**src/rtl/tcmp_pkg.sv**
```systemverilog
package tcmp_pkg;
  localparam int MODE_W = 4;
  localparam logic [MODE_W-1:0] MODE_OFF   = 4'b0000;
  localparam logic [MODE_W-1:0] MODE_TOG   = 4'b0101;
  localparam logic [MODE_W-1:0] MODE_PULSE = 4'b1111;

  localparam int FLAG_BIT = 7;
  localparam int IE_BIT   = 6;
  localparam int MODE_LSB = 2;
  localparam int DMA_BIT  = 0;

  typedef struct packed {
    logic              flag;
    logic              ie;
    logic [MODE_W-1:0] mode;
    logic              dma;
  } csr_t;

  function automatic logic [7:0] csr_pack(input csr_t c);
    return {c.flag, c.ie, c.mode, 1'b0, c.dma};
  endfunction

  function automatic csr_t csr_unpack(input logic [7:0] w);
    csr_t c;
    c.flag = w[FLAG_BIT];
    c.ie   = w[IE_BIT];
    c.mode = w[MODE_LSB +: MODE_W];
    c.dma  = w[DMA_BIT];
    return c;
  endfunction
endpackage

```
**src/rtl/tcmp_regdec.sv**
```systemverilog
module tcmp_regdec #(
  parameter int NUM_CH    = 4,
  parameter int ADDR_W    = 12,
  parameter int CH_BASE   = 'h608,
  parameter int CH_STRIDE = 8,
  parameter int CMP_OFF   = 4
) (
  input  logic              wr_en,
  input  logic [ADDR_W-1:0] wr_addr,
  output logic [NUM_CH-1:0] csr_we,
  output logic [NUM_CH-1:0] cmp_we
);
  for (genvar g = 0; g < NUM_CH; g++) begin : g_dec
    localparam logic [ADDR_W-1:0] CSR_A = ADDR_W'(CH_BASE + g * CH_STRIDE);
    localparam logic [ADDR_W-1:0] CMP_A = ADDR_W'(CH_BASE + g * CH_STRIDE + CMP_OFF);
    assign csr_we[g] = wr_en && (wr_addr == CSR_A);
    assign cmp_we[g] = wr_en && (wr_addr == CMP_A);
  end
endmodule

```
**src/rtl/tcmp_chan.sv**
```systemverilog
module tcmp_chan
  import tcmp_pkg::*;
#(
  parameter int CNT_W = 32
) (
  input  logic             clk,
  input  logic             rst,
  input  logic [CNT_W-1:0] cnt_i,
  input  logic             csr_we,
  input  csr_t             csr_wd,
  input  logic             cmp_we,
  input  logic [CNT_W-1:0] cmp_wd,
  output csr_t             csr_o,
  output logic [CNT_W-1:0] act_o,
  output logic             pin_o
);
  csr_t             csr_q;
  logic [CNT_W-1:0] act_q, pend_q;
  logic             act_vld_q, pend_vld_q, pin_q;
  logic             hit, armed_after, mode_chg, disarm;

  assign hit         = (csr_q.mode != MODE_OFF) && act_vld_q && (cnt_i == act_q);
  assign armed_after = hit ? pend_vld_q : act_vld_q;
  assign mode_chg    = csr_we && (csr_wd.mode != csr_q.mode);
  assign disarm      = csr_we && (csr_wd.mode == MODE_OFF);

  always_ff @(posedge clk) begin
    if (rst) begin
      csr_q      <= '0;
      act_q      <= '0;
      pend_q     <= '0;
      act_vld_q  <= 1'b0;
      pend_vld_q <= 1'b0;
      pin_q      <= 1'b0;
    end else begin
      // sticky flag: a match outranks a clear
      if (hit)                        csr_q.flag <= 1'b1;
      else if (csr_we && csr_wd.flag) csr_q.flag <= 1'b0;
      if (csr_we) begin
        csr_q.ie   <= csr_wd.ie;
        csr_q.mode <= csr_wd.mode;
        csr_q.dma  <= csr_wd.dma;
      end
      // two-stage compare value
      if (disarm) begin
        act_vld_q  <= 1'b0;
        pend_vld_q <= 1'b0;
      end else begin
        if (hit) begin
          if (pend_vld_q) act_q <= pend_q;
          act_vld_q  <= pend_vld_q;
          pend_vld_q <= 1'b0;
        end
        if (cmp_we) begin
          if (armed_after) begin
            pend_q     <= cmp_wd;
            pend_vld_q <= 1'b1;
          end else begin
            act_q      <= cmp_wd;
            act_vld_q  <= 1'b1;
          end
        end
      end
      // output pin action
      if (mode_chg)                       pin_q <= 1'b0;
      else if (hit && csr_q.mode == MODE_TOG)   pin_q <= ~pin_q;
      else if (hit && csr_q.mode == MODE_PULSE) pin_q <= 1'b1;
      else if (csr_q.mode == MODE_PULSE)  pin_q <= 1'b0;
    end
  end

  assign csr_o = csr_q;
  assign act_o = act_q;
  assign pin_o = pin_q;


  flag_cause_chk: assert property (@(posedge clk) disable iff (rst)
    $rose(csr_q.flag) |-> $past(hit));

  flag_clear_chk: assert property (@(posedge clk) disable iff (rst)
    $past(!rst && csr_we && csr_wd.flag && !hit) |-> !csr_q.flag);

  tog_hold_chk: assert property (@(posedge clk) disable iff (rst)
    ($past(!rst) && $past(csr_q.mode) == MODE_TOG && $past(!csr_we) && pin_q != $past(pin_q))
      |-> $past(hit));

  pulse_src_chk: assert property (@(posedge clk) disable iff (rst)
    (pin_q && csr_q.mode == MODE_PULSE) |-> $past(hit));

  stage_order_chk: assert property (@(posedge clk) disable iff (rst)
    pend_vld_q |-> act_vld_q);
endmodule

```
**src/rtl/tcmp_bank.sv**
```systemverilog
module tcmp_bank
  import tcmp_pkg::*;
#(
  parameter int NUM_CH    = 4,
  parameter int CNT_W     = 32,
  parameter int DATA_W    = 32,
  parameter int ADDR_W    = 12,
  parameter int SUM_ADDR  = 'h604,
  parameter int CH_BASE   = 'h608,
  parameter int CH_STRIDE = 8
) (
  input  logic              clk,
  input  logic              rst,
  input  logic [CNT_W-1:0]  cnt_in,
  input  logic              wr_en,
  input  logic [ADDR_W-1:0] wr_addr,
  input  logic [DATA_W-1:0] wr_data,
  input  logic              rd_en,
  input  logic [ADDR_W-1:0] rd_addr,
  output logic [DATA_W-1:0] rd_data,
  output logic [NUM_CH-1:0] ch_pin,
  output logic [NUM_CH-1:0] dma_req,
  output logic              irq
);
  localparam int CMP_OFF = CH_STRIDE / 2;

  logic [NUM_CH-1:0] csr_we, cmp_we, flag_vec, irq_vec;
  csr_t              csr_arr [NUM_CH];
  logic [CNT_W-1:0]  act_arr [NUM_CH];
  csr_t              w_csr;
  logic [DATA_W-1:0] rd_nxt;
  logic              unused_wr_bits;

  assign w_csr = csr_unpack(wr_data[7:0]);
  assign unused_wr_bits = ^{wr_data[1], wr_data[DATA_W-1:8]};

  tcmp_regdec #(
    .NUM_CH(NUM_CH), .ADDR_W(ADDR_W), .CH_BASE(CH_BASE),
    .CH_STRIDE(CH_STRIDE), .CMP_OFF(CMP_OFF)
  ) u_dec (
    .wr_en(wr_en), .wr_addr(wr_addr), .csr_we(csr_we), .cmp_we(cmp_we)
  );

  for (genvar g = 0; g < NUM_CH; g++) begin : g_ch
    tcmp_chan #(.CNT_W(CNT_W)) u_ch (
      .clk(clk), .rst(rst), .cnt_i(cnt_in),
      .csr_we(csr_we[g]), .csr_wd(w_csr),
      .cmp_we(cmp_we[g]), .cmp_wd(wr_data[CNT_W-1:0]),
      .csr_o(csr_arr[g]), .act_o(act_arr[g]), .pin_o(ch_pin[g])
    );
    assign flag_vec[g] = csr_arr[g].flag;
    assign irq_vec[g]  = csr_arr[g].flag & csr_arr[g].ie;
    assign dma_req[g]  = csr_arr[g].flag & csr_arr[g].dma;
  end

  assign irq = |irq_vec;

  always_comb begin
    rd_nxt = '0;
    if (rd_addr == ADDR_W'(SUM_ADDR)) rd_nxt[NUM_CH-1:0] = flag_vec;
    for (int i = 0; i < NUM_CH; i++) begin
      if (rd_addr == ADDR_W'(CH_BASE + i * CH_STRIDE))
        rd_nxt = DATA_W'(csr_pack(csr_arr[i]));
      if (rd_addr == ADDR_W'(CH_BASE + i * CH_STRIDE + CMP_OFF))
        rd_nxt = DATA_W'(act_arr[i]);
    end
  end

  always_ff @(posedge clk) begin
    if (rst)        rd_data <= '0;
    else if (rd_en) rd_data <= rd_nxt;
  end


  irq_flag_chk: assert property (@(posedge clk) disable iff (rst)
    irq |-> (flag_vec != '0));

  rd_hold_chk: assert property (@(posedge clk) disable iff (rst)
    $past(!rst && !rd_en) |-> $stable(rd_data));
endmodule

```
**config.mk**
```make
export PLATFORM = sky130hd
export DESIGN_NAME = tcmp_bank
export DESIGN_NICKNAME = d
export VERILOG_FILES = /design/src/rtl/tcmp_pkg.sv /design/src/rtl/tcmp_regdec.sv /design/src/rtl/tcmp_chan.sv /design/src/rtl/tcmp_bank.sv
export SDC_FILE = /design/constraint.sdc
export NUM_CORES = 1
export LEC_CHECK = 0
export ABC_CLOCK_PERIOD_IN_PS = 3500
export BUFFER_PORTS_ARGS = -buffer_cell sky130_fd_sc_hd__buf_4
export CORE_MARGIN = 2
export CORE_UTILIZATION = 60
export CTS_CLUSTER_DIAMETER = 120
export CTS_CLUSTER_SIZE = 24
export DETAILED_ROUTE_END_ITERATION = 16
export PLACE_DENSITY = 0.84
export RECOVER_POWER = 50
export SLEW_MARGIN = 20
export SYNTH_ARGS = -nofsm -noshare
export SYNTH_HDL_FRONTEND = slang
export SYNTH_SLANG_ARGS = --single-unit
```
**constraint.sdc**
```tcl
create_clock -name clk -period 3.5 [get_ports clk]
set_input_delay 0.175 -clock clk [delete_from_list [all_inputs] [get_ports clk]]
set_output_delay 0.175 -clock clk [all_outputs]
set_load 0.01 [all_outputs]
```
==> results.yml <==
clocking:
  cts_resized: 0
  cts_tree: "done"
  clk_pin_slew_ns: 0.11
  clk_latency_ns: 0.53
  cts_max_level: 1
  clkSinkCount: 328
  numCtsBuffers: 17
  ctsLongestPathBuffers: 3
  clk_root_buffer_cell: "clkbuf_16"
  postCtsHoldBufs: 29
  post_cts.repair.setup_buffers: 0
placement:
  preCtsSetupSlack_ns: 0.6524
  dp_hpwl_um: 40630
  dp.cells: 2308
  dpl_cell_area_um2: 18370
  portBuffers: 132
  place_congestion: 1.041
synthesis:
  synth_top_cells_by_count: "328 x dfxtp_1, 235 x mux2i_1, 126 x nor2_1"
  yosysTopAreaCellShare_pct: 38.05
  async_reset_ff_share_pct: 0
  syn_area_um2: 17260
  synth.most_common_cell: "dfxtp_1"
  yosysTopAreaCell: "dfxtp_1"
  ys_ff_latch: 328
  synth.area.top_cells: "dfxtp_1 38%, mux2i_1 14%, xnor2_1 4.6%, nand2b_1 3.5%, a32oi_1 3.2%"
  ys_warn_count: 0
  synth_edf_count: 0
  yosysUniqueCellTypes: 67
  ys.flop_type: "dfxtp_1"
  synth_fp_nets: 2013
  synth_seq_area_share_pct: 38.05
  avgSynthCellArea_um2: 8.984
  synthCells: 1921
setup_path:
  critPathBufInv: 1
  reg2reg_setup_slack_ns: 0.32
  r2r_cells: 7
  cp_top_family: "simple AND/OR/NAND/NOR gates"
  critical_path_class: "reg2reg"
  slowest_delay_ns: 0.70
  critPathLaunchType: "flop"
  reg2reg_to: "g_ch[2].u_ch.pend_q[20]"
  end_kind: "flop"
  cp_cell_sequence: "xnor2_1 > nand4_1 > or4_4 > o41ai_4 > clkbuf_4 > mux2i_1 > nor2_1"
  reg2reg_from: "g_ch[2].u_ch.act_o[2]"
  path_max_fanout: 33
  cp.arrival_ns: 3.55
  slowest_stage: "clkbuf_4"
  crit_required_ns: 3.87
die:
  pin_count: 133
  rows: 62
  fp.dieH_um: 173.6
  core_um2: 28550
  floorplan.die_area_um2: 30140
  die_x_um: 173.6
  start_util_pct: 60.46
power:
  power_frac_clock_pct: 32.6
  seqPwrFrac_pct: 57.5
  max-vdd-ir-drop_uv: 325.4
  switching_share_pct: 25.54
  power_mw: 6.538
  p_sw_mw: 1.670
  cellLeakagePower_nw: 7.246
  powerDensity_nw_per_um2: 345.8
  comb_power_share_pct: 9.9
  p_int_mw: 4.868
sta:
  min_period_ns: 3.178
  layout_setup_ws_ns: 0.3223
  tightest_slew_ns: 2.100
  finalHoldViolations: 0
  slew_violations: 34
  slew_headroom_pct: -39.97
  setup_viol: 0
  fmax_ghz: 0.3147
  clock_skew_ns: 0.01898
  whs_ns: 0.01701
  rsz0062_at_grt: "no"
  totalNegativeSetupSlack_ns: 0
  finalCritPeriodShare_pct: 90.79
final_layout:
  fin_area_um2: 18910
  layout.nets: 2065
  final_util_pct: 66.24
  areaGrowthSynthToFinish_pct: 9.569
  stdcell_count: 2357
  drive_gt1_share_pct: 9.838
drt:
  drt-total-wl_um: 59930
  drtPass1Iterations: 6
  vias: 15970
  detail-route-antenna-nets: 0
  wl_per_cell_um: 25.43
  via_per_inst: 6.776
  drc: 0
  initialDrtViolationCount: 2074
worst_hold_path:
  min_from: "wr_data[5]"
  hp-class: "in2reg"
  hold_end: "g_ch[0].u_ch.csr_o[4]"
  hold_depth: 3
global_routing:
  grt_pass1_vias: 15170
  grt_use_total_pct: 38.57
  antenna_found_initial: 2
  grt_start_max_net_pins: 119
  grt_pass1_wl_um: 90320
  globalRouteOverflowTotal: 0
status:
  outcome: "finished with violations"
  violations: "capacitance limit, slew limit"
flow_run:
  maxCapViolations: 1
## area by class of cell
cell class                 count  area [µm²]
multi-input combinational   1375        9732
fill                        2353        9637
sequential                   328        6566
timing repair buffer         208        1534
tap                          384       480.5
clock buffer                  17       425.4
inverter                      43       161.4
clock inverter                 1       8.758
antenna                        1       2.502
## layer usage
layer	vias up	part of all wire, %	track usage, %
met5	-	0.022	0
met4	2	5.1	17.61
met3	228	12	8.596
met2	1085	44	59.57
met1	7639	39	51.73
li1	7018	-	-
## cells by family (layout without fill, tap and decap cells)
kind of cell,Yosys count,after routing,synth area share (%)
other,0,1,0
flip-flops,328,328,38.05
buffers and inverters,218,269,5.821
AND/OR/NAND/NOR,592,592,18.07
XOR/XNOR,145,145,7.576
multiplexers,241,241,14.02
AO/OA/AOI/OAI,397,397,16.46
## flip-flops by register name, indices dropped and copies added (netlist names)
register              cells
g_ch.u_ch.pend_q        128
g_ch.u_ch.act_o         128
g_ch.u_ch.act_vld_q       4
g_ch.u_ch.pin_o           4
rd_data                  32
g_ch.u_ch.pend_vld_q      4
g_ch.u_ch.csr_o          28
## worst max path at each step
stage                                      from                 endpoint  slack [ns]  depth (start not counted)
final                     g_ch[2].u_ch.act_o[2]  g_ch[2].u_ch.pend_q[20]        0.32                          7
after global routing      g_ch[2].u_ch.act_o[9]  g_ch[2].u_ch.pend_q[20]        0.25                          7
after CTS                 g_ch[1].u_ch.csr_o[4]  g_ch[1].u_ch.pend_q[26]        0.63                          8
after detailed placement  g_ch[1].u_ch.csr_o[3]  g_ch[1].u_ch.pend_q[26]        0.65                          8
after global placement    g_ch[3].u_ch.act_o[7]   g_ch[3].u_ch.act_o[24]        0.72                          7
after floorplan           g_ch[2].u_ch.csr_o[2]   g_ch[2].u_ch.pend_q[0]        1.16                          8
## layout by cell type, fill, tap and decap left out, drive strengths merged, types with 5 or more instances in the layout
master | Yosys | layout
or3 | 31 | 31
nor2b | 36 | 36
or4 | 14 | 14
xor2 | 50 | 50
o211ai | 58 | 58
a2bb2oi | 7 | 7
and3 | 8 | 8
a21oi | 50 | 50
buf | 66 | 132
and2 | 6 | 6
nand2b | 96 | 96
a221o | 26 | 26
nor4 | 24 | 24
mux2i | 235 | 235
o221ai | 5 | 5
nand4 | 34 | 34
nand2 | 117 | 117
inv | 43 | 44
dfxtp | 328 | 328
xnor2 | 95 | 95
mux2 | 6 | 6
a32oi | 64 | 64
clkbuf | 109 | 64
nor3 | 36 | 36
a221oi | 32 | 32
o21ai | 122 | 122
a211oi | 5 | 5
nor2 | 126 | 126
nand3 | 43 | 43
dlygate4sd3 | 0 | 29
## worst register-to-register path: stages, from the launching register on
cell	delay, ns
dfxtp_1	0.36
xnor2_1	0.48
nand4_1	0.16
or4_4	0.61
o41ai_4	0.33
clkbuf_4	0.70
mux2i_1	0.32
nor2_1	0.07
## power by group through the flow
| stage | clock network [mW] | registers [mW] | logic (mW) |
|---|---|---|---|
| 2_1_floorplan | 0 | 3.85 | 0.328 |
| 3_3_place_gp | 0 | 3.84 | 0.606 |
| 3_5_place_dp | 0 | 3.85 | 0.612 |
| 4_1_cts | 2.13 | 3.76 | 0.641 |
| 5_1_grt | 2.25 | 3.76 | 0.678 |
| 6_report | 2.13 | 3.76 | 0.649 |
Note: power is estimated with default switching activity, not from simulation.
